**src/rtl/ppsig_pkg.sv**
```systemverilog
package ppsig_pkg;
    localparam int NLINES    = 4;
    localparam int LN_SEL    = 3;
    localparam int LN_INIT   = 2;
    localparam int LN_BUSY   = 1;
    localparam int LN_HCLK   = 0;

    localparam int NSRC      = 6;
    localparam int ST_NEG    = 5;
    localparam int ST_SIG    = 4;
    localparam int ST_EPPA   = 3;
    localparam int ST_DIR    = 2;
    localparam int ST_IDREQ  = 1;
    localparam int ST_INIT   = 0;

    localparam int GEN_BIT   = 4;
    localparam int MAN_BIT   = 7;
    localparam int SRC_BIT   = 6;

    localparam logic [2:0] A_RISE = 3'd0;
    localparam logic [2:0] A_FALL = 3'd1;
    localparam logic [2:0] A_STAT = 3'd2;
    localparam logic [2:0] A_IEN  = 3'd3;
    localparam logic [2:0] A_GCTL = 3'd4;
    localparam logic [2:0] A_PCTL = 3'd5;
    localparam logic [2:0] A_SRC  = 3'd6;

    typedef enum logic [1:0] {
        PM_COMPAT = 2'd0,
        PM_EPP    = 2'd1,
        PM_ECP    = 2'd2,
        PM_OTHER  = 2'd3
    } port_mode_e;

    typedef struct packed {
        logic [NLINES-1:0] rmask;
        logic [NLINES-1:0] fmask;
        logic [NSRC-1:0]   stat;
        logic [NSRC-1:0]   ien;
        logic              gen;
        logic              manual;
    } ctl_regs_t;
endpackage

```
**src/rtl/ppsig_sync.sv**
```systemverilog
module ppsig_sync #(
    parameter int W      = 4,
    parameter int STAGES = 2
) (
    input  logic         clk,
    input  logic         rst_n,
    input  logic [W-1:0] async_i,
    output logic [W-1:0] sync_o
);
    localparam int LAST = STAGES - 1;

    logic [STAGES-1:0][W-1:0] chain_d, chain_q;

    always_comb begin
        chain_d[0] = async_i;
        for (int s = 1; s < STAGES; s++) begin
            chain_d[s] = chain_q[s-1];
        end
    end

    always_ff @(posedge clk or negedge rst_n) begin
        if (!rst_n) chain_q <= '0;
        else        chain_q <= chain_d;
    end

    assign sync_o = chain_q[LAST];
endmodule

```
**src/rtl/ppsig_edge.sv**
```systemverilog
module ppsig_edge #(
    parameter int W = 4
) (
    input  logic         clk,
    input  logic         rst_n,
    input  logic [W-1:0] level_i,
    output logic [W-1:0] rise_o,
    output logic [W-1:0] fall_o
);
    typedef struct packed {
        logic [W-1:0] prev;
        logic [W-1:0] rise;
        logic [W-1:0] fall;
    } edge_st_t;

    edge_st_t e_d, e_q;

    always_comb begin
        e_d      = e_q;
        e_d.prev = level_i;
        e_d.rise = level_i & ~e_q.prev;
        e_d.fall = ~level_i & e_q.prev;
    end

    always_ff @(posedge clk or negedge rst_n) begin
        if (!rst_n) e_q <= '0;
        else        e_q <= e_d;
    end

    assign rise_o = e_q.rise;
    assign fall_o = e_q.fall;
endmodule

```
**src/rtl/ppsig_irq.sv**
```systemverilog
module ppsig_irq
    import ppsig_pkg::*;
#(
    parameter int SYNC_STAGES = 2,
    parameter int AW          = 3,
    parameter int DW          = 8
) (
    input  logic              clk,
    input  logic              rst_n,
    input  logic [NLINES-1:0] host_lines_i,
    input  logic [1:0]        mode_i,
    input  logic              epp_addr_evt_i,
    input  logic              neg_evt_i,
    input  logic              idreq_evt_i,
    input  logic              reg_wr_i,
    input  logic [AW-1:0]     reg_addr_i,
    input  logic [DW-1:0]     reg_wdata_i,
    output logic [DW-1:0]     reg_rdata_o,
    output logic              irq_o,
    output logic              manual_o
);
    logic [NLINES-1:0] lines_sync;
    logic [NLINES-1:0] rise_pls, fall_pls;

    ppsig_sync #(.W(NLINES), .STAGES(SYNC_STAGES)) u_sync (
        .clk     (clk),
        .rst_n   (rst_n),
        .async_i (host_lines_i),
        .sync_o  (lines_sync)
    );

    ppsig_edge #(.W(NLINES)) u_edge (
        .clk     (clk),
        .rst_n   (rst_n),
        .level_i (lines_sync),
        .rise_o  (rise_pls),
        .fall_o  (fall_pls)
    );

    ctl_regs_t       r_d, r_q;
    logic [NSRC-1:0] set_vec, clr_vec;
    logic            is_ecp, is_compat, sig_hit, pending;

    always_comb begin
        r_d       = r_q;
        is_ecp    = (mode_i == PM_ECP);
        is_compat = (mode_i == PM_COMPAT);
        sig_hit   = |((rise_pls & r_q.rmask) | (fall_pls & r_q.fmask));

        set_vec           = '0;
        set_vec[ST_SIG]   = sig_hit;
        set_vec[ST_DIR]   = is_ecp & (rise_pls[LN_INIT] | fall_pls[LN_INIT]);
        set_vec[ST_INIT]  = is_compat & fall_pls[LN_INIT];
        set_vec[ST_EPPA]  = epp_addr_evt_i;
        set_vec[ST_NEG]   = neg_evt_i;
        set_vec[ST_IDREQ] = idreq_evt_i;

        clr_vec = '0;
        if (reg_wr_i) begin
            case (reg_addr_i)
                A_RISE:  r_d.rmask  = reg_wdata_i[NLINES-1:0];
                A_FALL:  r_d.fmask  = reg_wdata_i[NLINES-1:0];
                A_STAT:  clr_vec    = reg_wdata_i[NSRC-1:0];
                A_IEN:   r_d.ien    = reg_wdata_i[NSRC-1:0];
                A_GCTL:  r_d.gen    = reg_wdata_i[GEN_BIT];
                A_PCTL:  r_d.manual = reg_wdata_i[MAN_BIT];
                default: ;
            endcase
        end
        // set wins over a same-cycle clear
        r_d.stat = (r_q.stat & ~clr_vec) | set_vec;
    end

    always_ff @(posedge clk or negedge rst_n) begin
        if (!rst_n) r_q <= '0;
        else        r_q <= r_d;
    end

    assign pending  = |(r_q.stat & r_q.ien);
    assign irq_o    = r_q.gen & pending;
    assign manual_o = r_q.manual & (mode_i == PM_COMPAT);

    always_comb begin
        reg_rdata_o = '0;
        case (reg_addr_i)
            A_RISE:  reg_rdata_o[NLINES-1:0] = r_q.rmask;
            A_FALL:  reg_rdata_o[NLINES-1:0] = r_q.fmask;
            A_STAT:  reg_rdata_o[NSRC-1:0]   = r_q.stat;
            A_IEN:   reg_rdata_o[NSRC-1:0]   = r_q.ien;
            A_GCTL:  reg_rdata_o[GEN_BIT]    = r_q.gen;
            A_PCTL:  reg_rdata_o[MAN_BIT]    = r_q.manual;
            A_SRC:   reg_rdata_o[SRC_BIT]    = irq_o;
            default: ;
        endcase
    end
endmodule

```
**config.mk**
```make
export PLATFORM = sky130hd
export DESIGN_NAME = ppsig_irq
export DESIGN_NICKNAME = d
export VERILOG_FILES = /design/src/rtl/ppsig_pkg.sv /design/src/rtl/ppsig_sync.sv /design/src/rtl/ppsig_edge.sv /design/src/rtl/ppsig_irq.sv
export SDC_FILE = /design/constraint.sdc
export NUM_CORES = 1
export LEC_CHECK = 0
export ABC_AREA = 1
export BUFFER_PORTS_ARGS = -buffer_cell sky130_fd_sc_hd__buf_4
export CAP_MARGIN = 10
export CORE_MARGIN = 4
export CORE_UTILIZATION = 57
export CTS_BUF_LIST = sky130_fd_sc_hd__clkbuf_4
export CTS_CLUSTER_DIAMETER = 50
export CTS_CLUSTER_SIZE = 14
export DETAILED_ROUTE_END_ITERATION = 10
export GPL_ROUTABILITY_DRIVEN = 0
export GPL_TIMING_DRIVEN = 1
export PLACE_DENSITY = 0.84
export REMOVE_ABC_BUFFERS = 1
export SLEW_MARGIN = 20
export SYNTH_ARGS = -nofsm -noshare
export SYNTH_HDL_FRONTEND = slang
export SYNTH_SLANG_ARGS = --single-unit
export TNS_END_PERCENT = 100
```
**constraint.sdc**
```tcl
create_clock -name clk -period 1.54 [get_ports clk]
set_input_delay 0.385 -clock clk [delete_from_list [all_inputs] [get_ports clk]]
set_output_delay 0.385 -clock clk [all_outputs]
set_load 0.02 [all_outputs]
```
==> results_dict.tcl, run 1 <==
set metrics [dict create \
    critPathLaunchType "register" \
    drc 0 \
    instances_no_fill 308 \
    ios 33 \
    cts_root_buf "clkbuf_4" \
    fin_worst_skew_ns 0.00280 \
    grt_pass1_vias 1510 \
    leakage_nw 1.27 \
    rows 20 \
    period_needed_ns 1.74 \
    critPathRequiredTime_ns 1.15 \
    grt_remaining_overflow 0 \
    antenna_found_initial 0 \
    clkTransAtPathRegs_ns 0.11 \
    arrival_ns 1.36 \
    yosys.area.top_type "dfrtp_1" \
    viasPerCell 5.18 \
    track_usage_pct 22.5 \
    tritoncts "done" \
    htreeDepth 2 \
    endpoint_kind "output pin" \
    cts_made_buffers 5 \
    syn_to_final_growth_pct 37.6 \
    max_freq_mhz 575 \
    synth.area.top_cells "dfrtp_1 58%, nand2_1 15%, inv_1 6.7%" \
    path_max_fanout 2 \
    setup_ws_ns -0.201 \
    syn_inst 208 \
    layout-drive-gt1-share_pct 34.5 \
    synthFlopType "dfrtp_1" \
    hold_path.class "primary input to register" \
    power.total_mw 2.59 \
    yosysSeqAreaShare_pct 58.2 \
    rsz0062_at_grt "true" \
    first_pass_iters 4 \
    start_util_pct 59.1 \
    slew-limit-headroom_pct 66.3 \
    utilization_pct 81.4 \
    clock_path_buffers 2 \
    ir_drop_mv 0.829 \
    die_area_um2 4130 \
    violations "setup timing" \
    hold_ws_ns 0.129 \
    synth_seq_cells 42 \
    drt-wirelength-per-cell_um 15.0 \
    synth_edf_count 0 \
    slew_viol_final 0 \
    drt-initial-drc-count 155 \
    core_area_um2 3050 \
    synth_top_area_share_pct 58.2 \
    synth_warnings 0 \
    outcome "complete, but fails checks" \
    port_buffers 31 \
    die_h_um 64.3 \
    yosysMostFrequentCell "nand2_1" \
    worst_pin_slew_ns 0.506 \
    yosys.cell_types.count 18 \
    vias 1595 \
    antenna_cells 0 \
    grt_max_degree 43 \
    insertion_delay_ns 0.35 \
    antenna_left 0 \
    dpl.hpwl_um 2690 \
    period_share_pct 113 \
    setup_viol 6 \
    synth.top_cells.by_count "71 x nand2_1, 42 x dfrtp_1, 32 x inv_1" \
    clkSinkCount 42 \
    hold_violations 0 \
    place_inst 288 \
    final_nets 287 \
    async_reset_ff_share_pct 100 \
    die_w_um 64.3 \
    synthesis.area_um2 1810 \
    power.density_nw_per_um2 1040 \
    avgSynthCellArea_um2 8.68 \
    crit_type "register to output pin" \
    drt_wl_total_um 4630 \
    cap_violations 0 \
    grt_pass1_wl_um 7030 \
]
-- cells in the final DEF, fill, tap and decap left out, drive strengths merged --
| master | instances |
|---|---|
| nand2 | 72 |
| buf | 50 |
| dfrtp | 42 |
| inv | 33 |
| nor2 | 21 |
| o21ai | 17 |
| nand3 | 8 |
| a21oi | 6 |
| clkbuf | 5 |
| nor3 | 3 |
| o211ai | 2 |
| clkinv | 2 |
| nor4 | 1 |
| bufinv | 1 |
| dlygate4sd3 | 1 |
-- state kept, by name, summed over array words and instances, names as in the netlist --
signal / cells
u_edge.rise_o: 4
u_edge.e_q: 4
u_edge.fall_o: 4
r_q: 22
u_sync.chain_d: 4
u_sync.sync_o: 4
-- what timing repair did --
action | CTS | global route
endpoints found under the setup margin | 8 | 10
hold endpoints to repair | 24 | 0
resized for setup | 28 | 26
hold buffers | 1 | 0
pin swaps | 14 | 12
setup buffers | 7 | 6
-- worst max-delay path, stage by stage (launching register included) --
cell and delay [ns]:
dfrtp_1 0.42, nand2_1 0.09, nand2_2 0.07, nor2_4 0.11, nand2_1 0.06, nand2_1 0.07
nor2_1 0.04, buf_4 0.15
-- power breakdown --
| part | switching [mW] | total [mW] | internal, mW |
|---|---|---|---|
| clock | 0.331 | 0.659 | 0.328 |
| sequential | 0.0882 | 1.31 | 1.22 |
| combinational | 0.335 | 0.615 | 0.280 |
| total | 0.754 | 2.59 | 1.83 |
-- metal layers --
| layer | track usage (%) | up-vias | wire length [um] |
|---|---|---|---|
| li1 | - | 747 | - |
| met5 | 0 | - | 0 |
| met1 | 27.2 | 750 | 1720 |
| met3 | 5.27 | 20 | 340 |
| met2 | 38.7 | 78 | 2400 |
| met4 | 8.97 | 0 | 163 |
-- stage by stage --
step	setup TNS (ns)	instance area, um^2	worst slack, ns
3_5_place_dp	-0.575	2140	-0.124
5_1_grt	-1.30	2480	-0.275
3_3_place_gp	-0.393	2140	-0.0837
4_1_cts	-0.683	2360	-0.192
6_report	-0.884	2480	-0.201
2_1_floorplan	0	1780	0.0140
-- final timing paths --
path / cells past startpoint / end / startpoint / slack [ns]
min reg2reg: 0 / u_sync.sync_o[0] / u_sync.chain_d[4] / 0.36
max in group asynchronous: 2 / r_q[9] / rst_n / 0.66
min in group asynchronous: 2 / u_sync.chain_d[4] / rst_n / 0.53
min: 1 / u_sync.chain_d[7] / host_lines_i[3] / 0.13
max reg2reg: 4 / r_q[12] / r_q[21] / 0.64
max: 7 / reg_rdata_o[6] / r_q[3] / -0.20
-- cell families after synthesis --
family,Yosys count,synth area share [%]
DFF,42,58.2
buffers and inverters,36,8.32
AOI/OAI and AO/OA,25,8.25
and+or+nand+nor,105,25.2
-- layout make-up --
class,instances,area (um^2)
Clock buffer,5,37.5
Timing Repair Buffer,51,452
Clock inverter,2,33.8
Tap cell,44,55.1
Fill cell,185,569
Sequential cell,42,1050
Multi-Input combinational cell,130,709
Inverter,34,145
No activity file was read; power rests on OpenSTA's default activity.
==> run 2, diff against run 1 <==
--- a/config.mk
+++ b/config.mk
@@ -18,6 +18,7 @@
 export GPL_TIMING_DRIVEN = 1
 export PLACE_DENSITY = 0.84
 export REMOVE_ABC_BUFFERS = 1
+export SKIP_LAST_GASP = 1
 export SLEW_MARGIN = 20
 export SYNTH_ARGS = -nofsm -noshare
 export SYNTH_HDL_FRONTEND = slang
==> results_dict.tcl, run 2 (synthesis gave the netlist of run 1 again) <==
set metrics [dict create \
    drc 0 \
    violations "setup timing" \
    rows 20 \
    power_frac_seq_pct 51.0 \
    syn_to_final_growth_pct 36.9 \
    slew_viol_final 0 \
    utilization_pct 81.0 \
    start_util_pct 59.1 \
    layout-drive-gt1-share_pct 34.1 \
    power_frac_clock_pct 25.3 \
    htreeDepth 2 \
    period_share_pct 113 \
    largest_reg_flops 22 \
    power.density_nw_per_um2 1040 \
    drt-initial-drc-count 157 \
    ios 33 \
    instances_no_fill 308 \
    insertion_delay_ns 0.35 \
    worst_pin_slew_ns 0.500 \
    grt_max_degree 43 \
    critPathLaunchType "register" \
    p_comb_share_pct 23.7 \
    layout_commonest_cell "nand2_1" \
    drt_wl_total_um 4590 \
    clock_path_buffers 2 \
    leakage_nw 1.27 \
    tritoncts "done" \
    rsz0062_at_grt "true" \
    slew-limit-headroom_pct 66.6 \
    placed_area_um2 2140 \
    period_needed_ns 1.73 \
    crit_type "register to output pin" \
    endpoint_kind "output pin" \
    grt_pass1_vias 1510 \
    hold_violations 0 \
    track_usage_pct 22.5 \
    n_fill_cell 181 \
    die_area_um2 4130 \
    grt_remaining_overflow 0 \
    setup_tns_ns -0.861 \
    power.total_mw 2.58 \
    port_buffers 31 \
    die_w_um 64.3 \
    clkSinkCount 42 \
    fin_worst_skew_ns 0.00479 \
    grt_pass1_wl_um 7030 \
    cts_made_buffers 5 \
    setup_viol 6 \
    drt-wirelength-per-cell_um 14.9 \
    hold_ws_ns 0.133 \
    clkTransAtPathRegs_ns 0.11 \
    final-seq-area_um2 1050 \
    multi_input_area_um2 698 \
    dpl.hpwl_um 2690 \
    p_switching_mw 0.746 \
    cts_root_buf "clkbuf_4" \
    die_h_um 64.3 \
    setup_ws_ns -0.193 \
    path_max_fanout 2 \
    max_freq_mhz 577 \
    netSwitchingFraction_pct 28.9 \
    ir_drop_mv 0.751 \
    outcome "complete, but fails checks" \
    viasPerCell 5.29 \
    final_cell_mix "66 x nand2_1, 42 x dfrtp_1, 37 x buf_4" \
    arrival_ns 1.35 \
    finalInstanceArea_um2 2470 \
    antenna_left 0 \
    p_int_mw 1.83 \
    cap_violations 0 \
    preCtsSetupSlack_ns -0.124 \
    antenna_found_initial 0 \
    place_inst 288 \
    final_nets 287 \
    antenna_cells 0 \
    regMostFlops "r_q" \
    first_pass_iters 5 \
    hold_path.class "primary input to register" \
    critPathRequiredTime_ns 1.15 \
    vias 1628 \
    core_area_um2 3050 \
]
==> run 2: cell counts in the layout (fill, tap and decap cells not counted) <==
No cell type changed its count.
==> run 2: final timing paths <==
path	start	end	slack [ns]	cells past startpoint
max	r_q[11]	reg_rdata_o[6]	-0.19	7
min	host_lines_i[3]	u_sync.chain_d[7]	0.13	1
max reg2reg	r_q[21]	r_q[12]	0.64	4
min reg2reg	u_sync.chain_d[4]	u_sync.sync_o[0]	0.36	0
max in group asynchronous	rst_n	r_q[17]	0.66	2
min in group asynchronous	rst_n	u_sync.chain_d[4]	0.53	2
==> run 2: layer usage <==
| metal | GRT usage, % | vias to the layer above | wire [um] |
|---|---|---|---|
| met5 | 0 | - | 0 |
| met4 | 8.97 | 0 | 204 |
| met3 | 5.27 | 29 | 307 |
| met2 | 38.7 | 89 | 2380 |
| met1 | 27.2 | 767 | 1700 |
| li1 | - | 743 | - |
==> run 2: worst max-delay path, cell delays in order (launching register included) <==
cell and delay [ns]:
dfrtp_1 0.42, nand2_1 0.11, nand2_2 0.08, nor2_4 0.08
nand2_1 0.06, nand2_1 0.07, nor2_1 0.04, buf_4 0.15
==> run 2: cell type report <==
class | instances | area share, %
repair buffers | 51 | 18.3
clock buffers | 5 | 1.52
well taps | 44 | 2.23
flip-flops and latches | 42 | 42.5
clock inverters | 2 | 1.37
multi-input cells | 130 | 28.2
inverters | 34 | 5.87
==> run 2: what timing repair did <==
| item | in CTS | in global routing |
|---|---|---|
| setup buffers | 7 | 6 |
| endpoints found under the setup margin | 8 | 10 |
| gates resized for setup | 27 | 25 |
| gates cloned | 0 | 0 |
| hold endpoints to repair | 24 | 0 |
| pin swaps | 14 | 12 |
| hold buffers | 1 | 0 |
==> run 2: power by group through the flow <==
stage | clock network (mW) | logic [mW] | registers, mW
floorplan | 0 | 0.245 | 1.30
global placement | 0 | 0.411 | 1.31
detailed placement | 0 | 0.428 | 1.32
CTS | 0.669 | 0.509 | 1.30
global route | 0.716 | 0.662 | 1.32
finish | 0.653 | 0.610 | 1.31
